--- src/rtl/cmu_pkg.sv ---
package cmu_pkg;
  typedef logic [1:0] sym_t;

  localparam sym_t SYM_X    = 2'b00;
  localparam sym_t SYM_ZERO = 2'b01;
  localparam sym_t SYM_ONE  = 2'b10;
  localparam sym_t SYM_CONF = 2'b11;

  localparam logic [1:0] WT_ZERO = 2'b00;
  localparam logic [1:0] WT_HALF = 2'b01;
  localparam logic [1:0] WT_ONE  = 2'b10;
  localparam logic [1:0] WT_FREE = 2'b11;

  // Fold one symbol into an accumulated symbol.
  function automatic sym_t sym_merge(input sym_t acc, input sym_t inc);
    return acc | inc;
  endfunction

  function automatic logic sym_is_conf(input sym_t s);
    return s == SYM_CONF;
  endfunction

  // Map a generator symbol to its weight class.
  function automatic logic [1:0] sym_weight(input sym_t s);
    logic [1:0] w;
    case (s)
      SYM_ZERO: w = WT_ZERO;
      SYM_ONE:  w = WT_ONE;
      SYM_CONF: w = WT_HALF;
      default:  w = WT_FREE;
    endcase
    return w;
  endfunction
endpackage

--- src/rtl/cmu_accum.sv ---
module cmu_accum
  import cmu_pkg::*;
#(
  parameter int WIDTH = 8
) (
  input  logic               clk,
  input  logic               rst_n,
  input  logic               start_i,
  input  logic               cube_valid_i,
  input  logic [2*WIDTH-1:0] cube_i,
  output logic [2*WIDTH-1:0] acc_q,
  output logic [2*WIDTH-1:0] acc_nxt
);
  localparam int VW = 2 * WIDTH;

  for (genvar i = 0; i < WIDTH; i++) begin : g_pos
    sym_t base_s;
    sym_t inc_s;
    assign base_s = start_i ? SYM_X : acc_q[2*i +: 2];
    assign inc_s  = cube_valid_i ? cube_i[2*i +: 2] : SYM_X;
    assign acc_nxt[2*i +: 2] = sym_merge(base_s, inc_s);
  end

  always_ff @(posedge clk or negedge rst_n) begin
    if (!rst_n) acc_q <= '0;
    else        acc_q <= acc_nxt;
  end

  logic unused_vw;
  assign unused_vw = (VW == 0);
endmodule

--- src/rtl/cmu_conf_count.sv ---
module cmu_conf_count
  import cmu_pkg::*;
#(
  parameter int WIDTH = 8,
  parameter int CW    = $clog2(WIDTH + 1)
) (
  input  logic [2*WIDTH-1:0] vec_i,
  output logic [CW-1:0]      cnt_o
);
  always_comb begin
    cnt_o = '0;
    for (int i = 0; i < WIDTH; i++) begin
      cnt_o = cnt_o + CW'(sym_is_conf(vec_i[2*i +: 2]));
    end
  end
endmodule

--- src/rtl/cmu_weight_map.sv ---
module cmu_weight_map
  import cmu_pkg::*;
#(
  parameter int WIDTH = 8
) (
  input  logic [2*WIDTH-1:0] gen_i,
  output logic [2*WIDTH-1:0] wt_o
);
  for (genvar i = 0; i < WIDTH; i++) begin : g_wt
    assign wt_o[2*i +: 2] = sym_weight(gen_i[2*i +: 2]);
  end
endmodule

--- src/rtl/cube_merge_unit.sv ---
module cube_merge_unit
  import cmu_pkg::*;
#(
  parameter int WIDTH = 8,
  parameter int UMAX  = 3
) (
  input  logic                       clk,
  input  logic                       rst_n,
  input  logic                       start_i,
  input  logic                       cube_valid_i,
  input  logic [2*WIDTH-1:0]         cube_i,
  input  logic                       done_i,
  output logic [2*WIDTH-1:0]         gen_o,
  output logic [$clog2(WIDTH+1)-1:0] conf_cnt_o,
  output logic                       over_limit_o,
  output logic [UMAX:0]              pat_cnt_o,
  output logic [2*WIDTH-1:0]         weight_o,
  output logic                       res_valid_o
);
  localparam int VW = 2 * WIDTH;
  localparam int CW = $clog2(WIDTH + 1);
  localparam int PW = UMAX + 1;
  localparam logic [CW-1:0] UMAX_C = CW'(UMAX);

  // Named internal events for the checker.
  logic [VW-1:0] acc_q;
  logic [VW-1:0] acc_nxt;
  logic [CW-1:0] cnt_nxt;
  logic          latch_fire;

  logic [VW-1:0] gen_q;
  logic [CW-1:0] cnt_q;
  logic          valid_q;

  assign latch_fire = done_i;

  cmu_accum #(.WIDTH(WIDTH)) u_accum (
    .clk          (clk),
    .rst_n        (rst_n),
    .start_i      (start_i),
    .cube_valid_i (cube_valid_i),
    .cube_i       (cube_i),
    .acc_q        (acc_q),
    .acc_nxt      (acc_nxt)
  );

  cmu_conf_count #(.WIDTH(WIDTH), .CW(CW)) u_count (
    .vec_i (acc_nxt),
    .cnt_o (cnt_nxt)
  );

  always_ff @(posedge clk or negedge rst_n) begin
    if (!rst_n) begin
      gen_q   <= '0;
      cnt_q   <= '0;
      valid_q <= 1'b0;
    end else begin
      if (latch_fire) begin
        gen_q <= acc_nxt;
        cnt_q <= cnt_nxt;
      end
      if (latch_fire)   valid_q <= 1'b1;
      else if (start_i) valid_q <= 1'b0;
    end
  end

  cmu_weight_map #(.WIDTH(WIDTH)) u_wmap (
    .gen_i (gen_q),
    .wt_o  (weight_o)
  );

  assign gen_o        = gen_q;
  assign conf_cnt_o   = cnt_q;
  assign over_limit_o = (cnt_q > UMAX_C);
  assign pat_cnt_o    = over_limit_o ? '0 : (PW'(1) << cnt_q);
  assign res_valid_o  = valid_q;
endmodule

--- config.mk ---
export PLATFORM = sky130hd
export DESIGN_NAME = cube_merge_unit
export DESIGN_NICKNAME = d
export VERILOG_FILES = /design/src/rtl/cmu_pkg.sv /design/src/rtl/cmu_accum.sv /design/src/rtl/cmu_conf_count.sv /design/src/rtl/cmu_weight_map.sv /design/src/rtl/cube_merge_unit.sv
export SDC_FILE = /design/constraint.sdc
export NUM_CORES = 1
export LEC_CHECK = 0
export ABC_AREA = 0
export BUFFER_PORTS_ARGS = -buffer_cell sky130_fd_sc_hd__buf_2
export CORE_MARGIN = 2
export CORE_UTILIZATION = 30
export CTS_BUF_LIST = sky130_fd_sc_hd__clkbuf_4 sky130_fd_sc_hd__clkbuf_8
export CTS_CLUSTER_DIAMETER = 50
export DETAILED_ROUTE_END_ITERATION = 6
export GPL_ROUTABILITY_DRIVEN = 0
export PLACE_DENSITY_LB_ADDON = 0.15
export SYNTH_ARGS = -nofsm -noshare
export SYNTH_HDL_FRONTEND = slang
export SYNTH_SLANG_ARGS = --single-unit
export TNS_END_PERCENT = 1
--- constraint.sdc ---
create_clock -name clk -period 3.5 [get_ports clk]
set_input_delay 0.525 -clock clk [delete_from_list [all_inputs] [get_ports clk]]
set_output_delay 0.525 -clock clk [all_outputs]
set_load 0.05 [all_outputs]
* After elaboration in Yosys (flattened, before gate mapping) *
Index checks and enable logic that the tools add are counted.

operators by class
  $add $sub $neg = 7
  magnitude comparators = 1
  eq/ne operators = 32
  shift operators = 1
  muxes and demuxes = 27
  bitwise operators = 8
  reduce and logical (&&, ||, !) cells = 1

operator list
  cell                                                           count
  equality test 2 bit, second input constant                     24
  one-hot mux 2 bit (3 select lines)                             8
  2-to-1 mux 2 bit                                               16
  adder 4 x 1 -> 4 bit                                           6
  equality test 2 x 1 -> 1 bit, second input constant            8
  bitwise OR 2 bit                                               8
  greater-than comparator 4 x 2 -> 1 bit, second input constant  1
  2-to-1 mux 4 bit                                               1
  << shifter 1 x 4 -> 4 bit, first input constant                1
  adder 1 x 1 -> 2 bit                                           1
  2-to-1 mux 1 bit                                               2
  nonzero test 2 bit                                             1

storage, ports and cells
  register bits after elaboration = 37
  output and inout port bits = 42
  logic and storage cells = 81

* Depth between registers and ports, before layout *
  depth after elaboration = 10
  depth in mapped cells = 14
  gate-level depth less buffers = 13

* Hierarchy *
From an unflattened synthesis, not the netlist that was laid out.

unflattened totals
  cells, all modules = 192
  area total of the unflattened synthesis = 2053.2 µm²

modules (own cells, without submodules)
  module           instances  cells an instance  area an instance (µm²)
  cube_merge_unit  1          52                 839.6
  cmu_accum        1          67                 671.9
  cmu_weight_map   1          48                 340.3
  cmu_conf_count   1          25                 201.4

* Least setup slack after synthesis *
No wires, ideal clock.

  kind = input -> register
  start point = in cube_valid_i
  end point = reg cnt_q[2] (netlist: conf_cnt_o[2])
  library setup time = 0.125 ns
  arrival = 3.580 ns
  required time = 3.375 ns
  setup slack = -0.204 ns
  stages on the path = 14
  buffers on the path = 1
  cells stage by stage = buf_2 a21oi_1 o22a_1 o21ai_0 ha_1 inv_1 fa_1 inv_1 fa_1 inv_1 fa_1 fa_1 xnor2_1 mux2_2

on the way
  word-level cells in the longest chain between the ends = 10
  elaborated cells on any way between the ends = 31

ends and longest elaborated chain
  element                             line                   RTL
  from (decl)                         cube_merge_unit.sv:10  input logic cube_valid_i,
  2-to-1 mux 2 bit                    cmu_accum.sv:20        assign inc_s = cube_valid_i ? cube_i[2*i +: 2] : SYM_X;
  bitwise OR 2 bit                    cmu_pkg.sv:16          return acc | inc;
  equality test 2 bit                 cmu_pkg.sv:20          return s == SYM_CONF;
  adder 1 x 1 -> 2 bit                cmu_conf_count.sv:13   cnt_o = cnt_o + CW'(sym_is_conf(vec_i[2*i +: 2]));
  adder 4 x 1 -> 4 bit (5 in series)  cmu_conf_count.sv:13
  adder 4 x 1 -> 4 bit *              cmu_conf_count.sv:13
  to (signal assigned)                cube_merge_unit.sv:60  cnt_q <= cnt_nxt;
  to (decl)                           cube_merge_unit.sv:32  logic [CW-1:0] cnt_q;

Mark *: on every way between the ends. The rest lies on a longest branch, timed or not.
A chain may end at the register's enable or synchronous reset.

* Final worst setup path *
  start point = reg u_accum.acc_q[0]
  end point = reg cnt_q[2] (netlist: conf_cnt_o[2])

on the way
  word-level cells in the longest chain between the ends = 10

ends and longest elaborated chain
  element                             line                  RTL
  from (decl)                         cmu_accum.sv:11       output logic [2*WIDTH-1:0] acc_q,
  from (signal assigned)              cmu_accum.sv:26       else acc_q <= acc_nxt;
  2-to-1 mux 2 bit                    cmu_accum.sv:19       assign base_s = start_i ? SYM_X : acc_q[2*i +: 2];
  bitwise OR 2 bit                    cmu_pkg.sv:16
  equality test 2 bit                 cmu_pkg.sv:20
  adder 1 x 1 -> 2 bit                cmu_conf_count.sv:13
  adder 4 x 1 -> 4 bit (6 in series)  cmu_conf_count.sv:13

Every way passes these cells.

==> flow_summary_export.csv <==
group,metric,value,unit
drt,wirelength,4440,um
drt,wl_per_cell,12.3,um
floorplan,coreArea,0.00683,sq mm
power_and_ir_drop,peakVddDrop,0.000248,V
grt,grt_pass1_vias,1521,
final_layout,nets,309,
clock_network,htree_levels,2,
floorplan,fp.dieW,88.2,um
final_layout,n_antenna_cell,0,
timing,final-setup-viol-count,0,
floorplan,dieArea,0.00777,sq mm
worst_setup_path,cp-end-kind,"register",
flow_run,maxCapViolCount,0,
grt,grt_pass1_wl,7220,um
logic_synthesis,synth_fa_ha_area_share,15.0,%
final_layout,syn_to_final_growth,28.5,%
worst_hold_path,worst_hold_path_type,"input port to async pin",
timing,slew_headroom,44.7,%
placement,dp_hpwl,3320,um
drt,drtAntennaViolNets,0,
drt,vias,1601,
logic_synthesis,syn_nets,236,
clock_network,clkLatencyLatePin,290,ps
worst_setup_path,crit_required,3670,ps
drt,firstDrtPassIters,4,
timing,rsz0062_at_grt,"yes",
worst_setup_path,r2r_end,"conf_cnt_o[2]",
logic_synthesis,syn-instance-count,192,
logic_synthesis,synth.area.mux_share,9.95,%
logic_synthesis,synth-xor-area-share,0.412,%
placement,port_buffers,62,
clock_network,clockBufferDepth,2,
power_and_ir_drop,total_power,0.00176,W
logic_synthesis,synth_compound_area_share,15.6,%
final_layout,layout.cells.non_filler,362,
worst_setup_path,rrSetupSlack,80,ps
floorplan,initial_core_util,31.1,%
drt,drcViolationCount,0,
grt,grt-ovfl-total,0,
worst_setup_path,timing.rr.start,"u_accum.acc_q[0]",
timing,hold_viol,0,
clock_network,clk_pin_slew_worst_paths,70,ps
timing,fmaxAchievable,0.293,GHz
timing,period_share,97.6,%
worst_setup_path,cp-start-kind,"register",
timing,tightest_slew,830,ps
timing,slew_violations,0,
logic_synthesis,syn_area,0.00212,sq mm
placement,dp.cells,353,
power_and_ir_drop,leakagePower,1.46,nW
logic_synthesis,yosys.area_share.simple,6.71,%
logic_synthesis,synth_top_family_by_area,"compound AO/OA/AOI/OAI gates",
clock_network,cts-root-buf,"clkbuf_8",
floorplan,die_y,88.2,um
timing,finalClockSkew,4.51,ps
worst_setup_path,reg2reg_depth,13,
drt,drt_iter0_markers,73,
worst_setup_path,crit_path_start,"u_accum.acc_q[0]",
floorplan,rows,30,
grt,antenna_found_initial,0,
grt,grt_usage,12.3,%
floorplan,io_pins,63,
logic_synthesis,synth_cell_type_count,28,
clock_network,cts_tree,"yes",
logic_synthesis,ys_ff_latch,37,
worst_setup_path,path_class,"register to register",
logic_synthesis,avgSynthCellArea,11.1,sq um
clock_network,cts_buffers,5,
drt,via_per_inst,4.42,
worst_setup_path,cp_max_fo,3,
grt,grt_max_degree,38,
outcome,status,"complete, no violations",
logic_synthesis,yosysWarnings,0,
final_layout,n_fill_cell,730,
worst_setup_path,cp.arrival,3590,ps
power_and_ir_drop,pwr_density_cell,644,mW/mm^2
clock_network,clock-sinks,37,
logic_synthesis,ys_seq_area_share,43.6,%
timing,period_minus_slack,3420,ps
final_layout,layout-drive-gt1-share,45.1,%
==> cells in the final DEF, fill, tap and decap left out, drive strengths merged <==
cell    count
a21o        4
a21oi       5
a22o       19
a22oi       3
a32o        3
a32oi       1
and2b       1
buf        74
bufinv      1
clkbuf      7
dfrtp      37
fa          4
ha         19
inv        37
mux2       17
mux2i       2
nand2       3
nand3       4
nor2b       3
nor3        4
o21ai       6
o22a        1
o22ai       1
or2         9
xnor2       1
==> area by class of cell <==
class | count | area, sq um | area share [%]
clock inverter | 1 | 30.0 | 1.10
sequential | 37 | 926 | 33.9
tap | 96 | 120 | 4.40
multi-input combinational | 110 | 1020 | 37.5
clock buffer | 7 | 90.1 | 3.30
inverter | 37 | 139 | 5.09
timing repair buffer | 74 | 400 | 14.7
==> report_power, final <==
| group | switching, W | leakage, nW | internal (W) |
|---|---|---|---|
| clock | 0.000153 | 0.0619 | 0.000240 |
| sequential | 0.0000468 | 0.451 | 0.000486 |
| combinational | 0.000601 | 0.942 | 0.000230 |
==> per-layer routing <==
metal | vias to the layer above | track usage (%) | share of wire [%]
li1 | 795 | - | -
met5 | - | 0 | 0
met2 | 38 | 20.9 | 46
met1 | 763 | 14.9 | 47
met4 | 0 | 4.13 | 1.2
met3 | 5 | 3.68 | 5.1
==> Yosys cell counts <==
cell type	instances	area, sq um
dfrtp_1	37	926
clkbuf_1	1	3.75
nor3_1	4	20.0
xnor2_1	1	8.76
a21oi_1	5	25.0
a21o_2	3	26.3
fa_1	4	80.1
mux2_2	17	191
buf_2	5	25.0
nand3_1	4	20.0
nand2_1	3	11.3
o22a_1	1	8.76
ha_1	19	238
nor2b_2	3	26.3
a32o_1	3	30.0
a32oi_1	1	8.76
a22o_1	19	166
a21o_1	1	7.51
or2_2	9	56.3
o21ai_0	6	30.0
inv_1	36	135
inv_2	1	3.75
and2b_2	1	8.76
mux2i_1	2	20.0
o22ai_1	1	6.26
buf_6	1	11.3
clkbuf_4	1	7.51
a22oi_1	3	22.5
==> sequential cells by signal (all words and copies together) (netlist names) <==
signal and flops:
gen_o 16, u_accum.acc_q 16, conf_cnt_o 4, res_valid_o 1
==> critical path, cell delays in order (launching register included) <==
cell and delay, ps:
dfrtp_1 400, a22o_1 210, a22oi_1 150, o21ai_1 100
ha_1 270, inv_1 40, fa_1 470, inv_1 50
fa_1 490, inv_2 40, fa_2 360, fa_2 340
xnor2_1 130, mux2_4 250
==> how the worst max path moves through the flow <==
stage / endpoint / slack, ps / cells after the start
floorplan: conf_cnt_o[2] / 60 / 14
global placement: conf_cnt_o[2] / -150 / 14
detailed placement: conf_cnt_o[2] / -140 / 14
CTS: conf_cnt_o[2] / 60 / 13
global route: conf_cnt_o[2] / -40 / 13
finish: conf_cnt_o[2] / 80 / 13
==> through the flow <==
step	hold WS [ps]	setup TNS, ps	area (sq um)	setup WS (ps)	utilization, %
5_1_grt	403	-35.0	2730	-35.0	40.0
6_report	337	0	2730	83.2	40.0
3_3_place_gp	465	-181	2600	-148	38.0
2_1_floorplan	229	0	2140	60.5	-
3_5_place_dp	492	-170	2600	-141	38.0
4_1_cts	365	0	2720	60.6	39.8
==> kinds of logic (layout without fill, tap and decap cells) <==
| kind of cell | Yosys count | in the layout |
|---|---|---|
| mux | 19 | 19 |
| fa+ha+maj | 23 | 23 |
| simple gates | 24 | 24 |
| flops | 37 | 37 |
| xor+xnor | 1 | 1 |
| buf+inv | 45 | 119 |
| compound gates | 43 | 43 |
==> timing repair <==
action,4_1_cts,5_1_grt
setup buffers,0,1
hold buffers,0,0
endpoints found under the hold margin,0,0
endpoints found under the setup margin,0,1
resized for setup,0,2
Power figures use the tool's default switching activity.
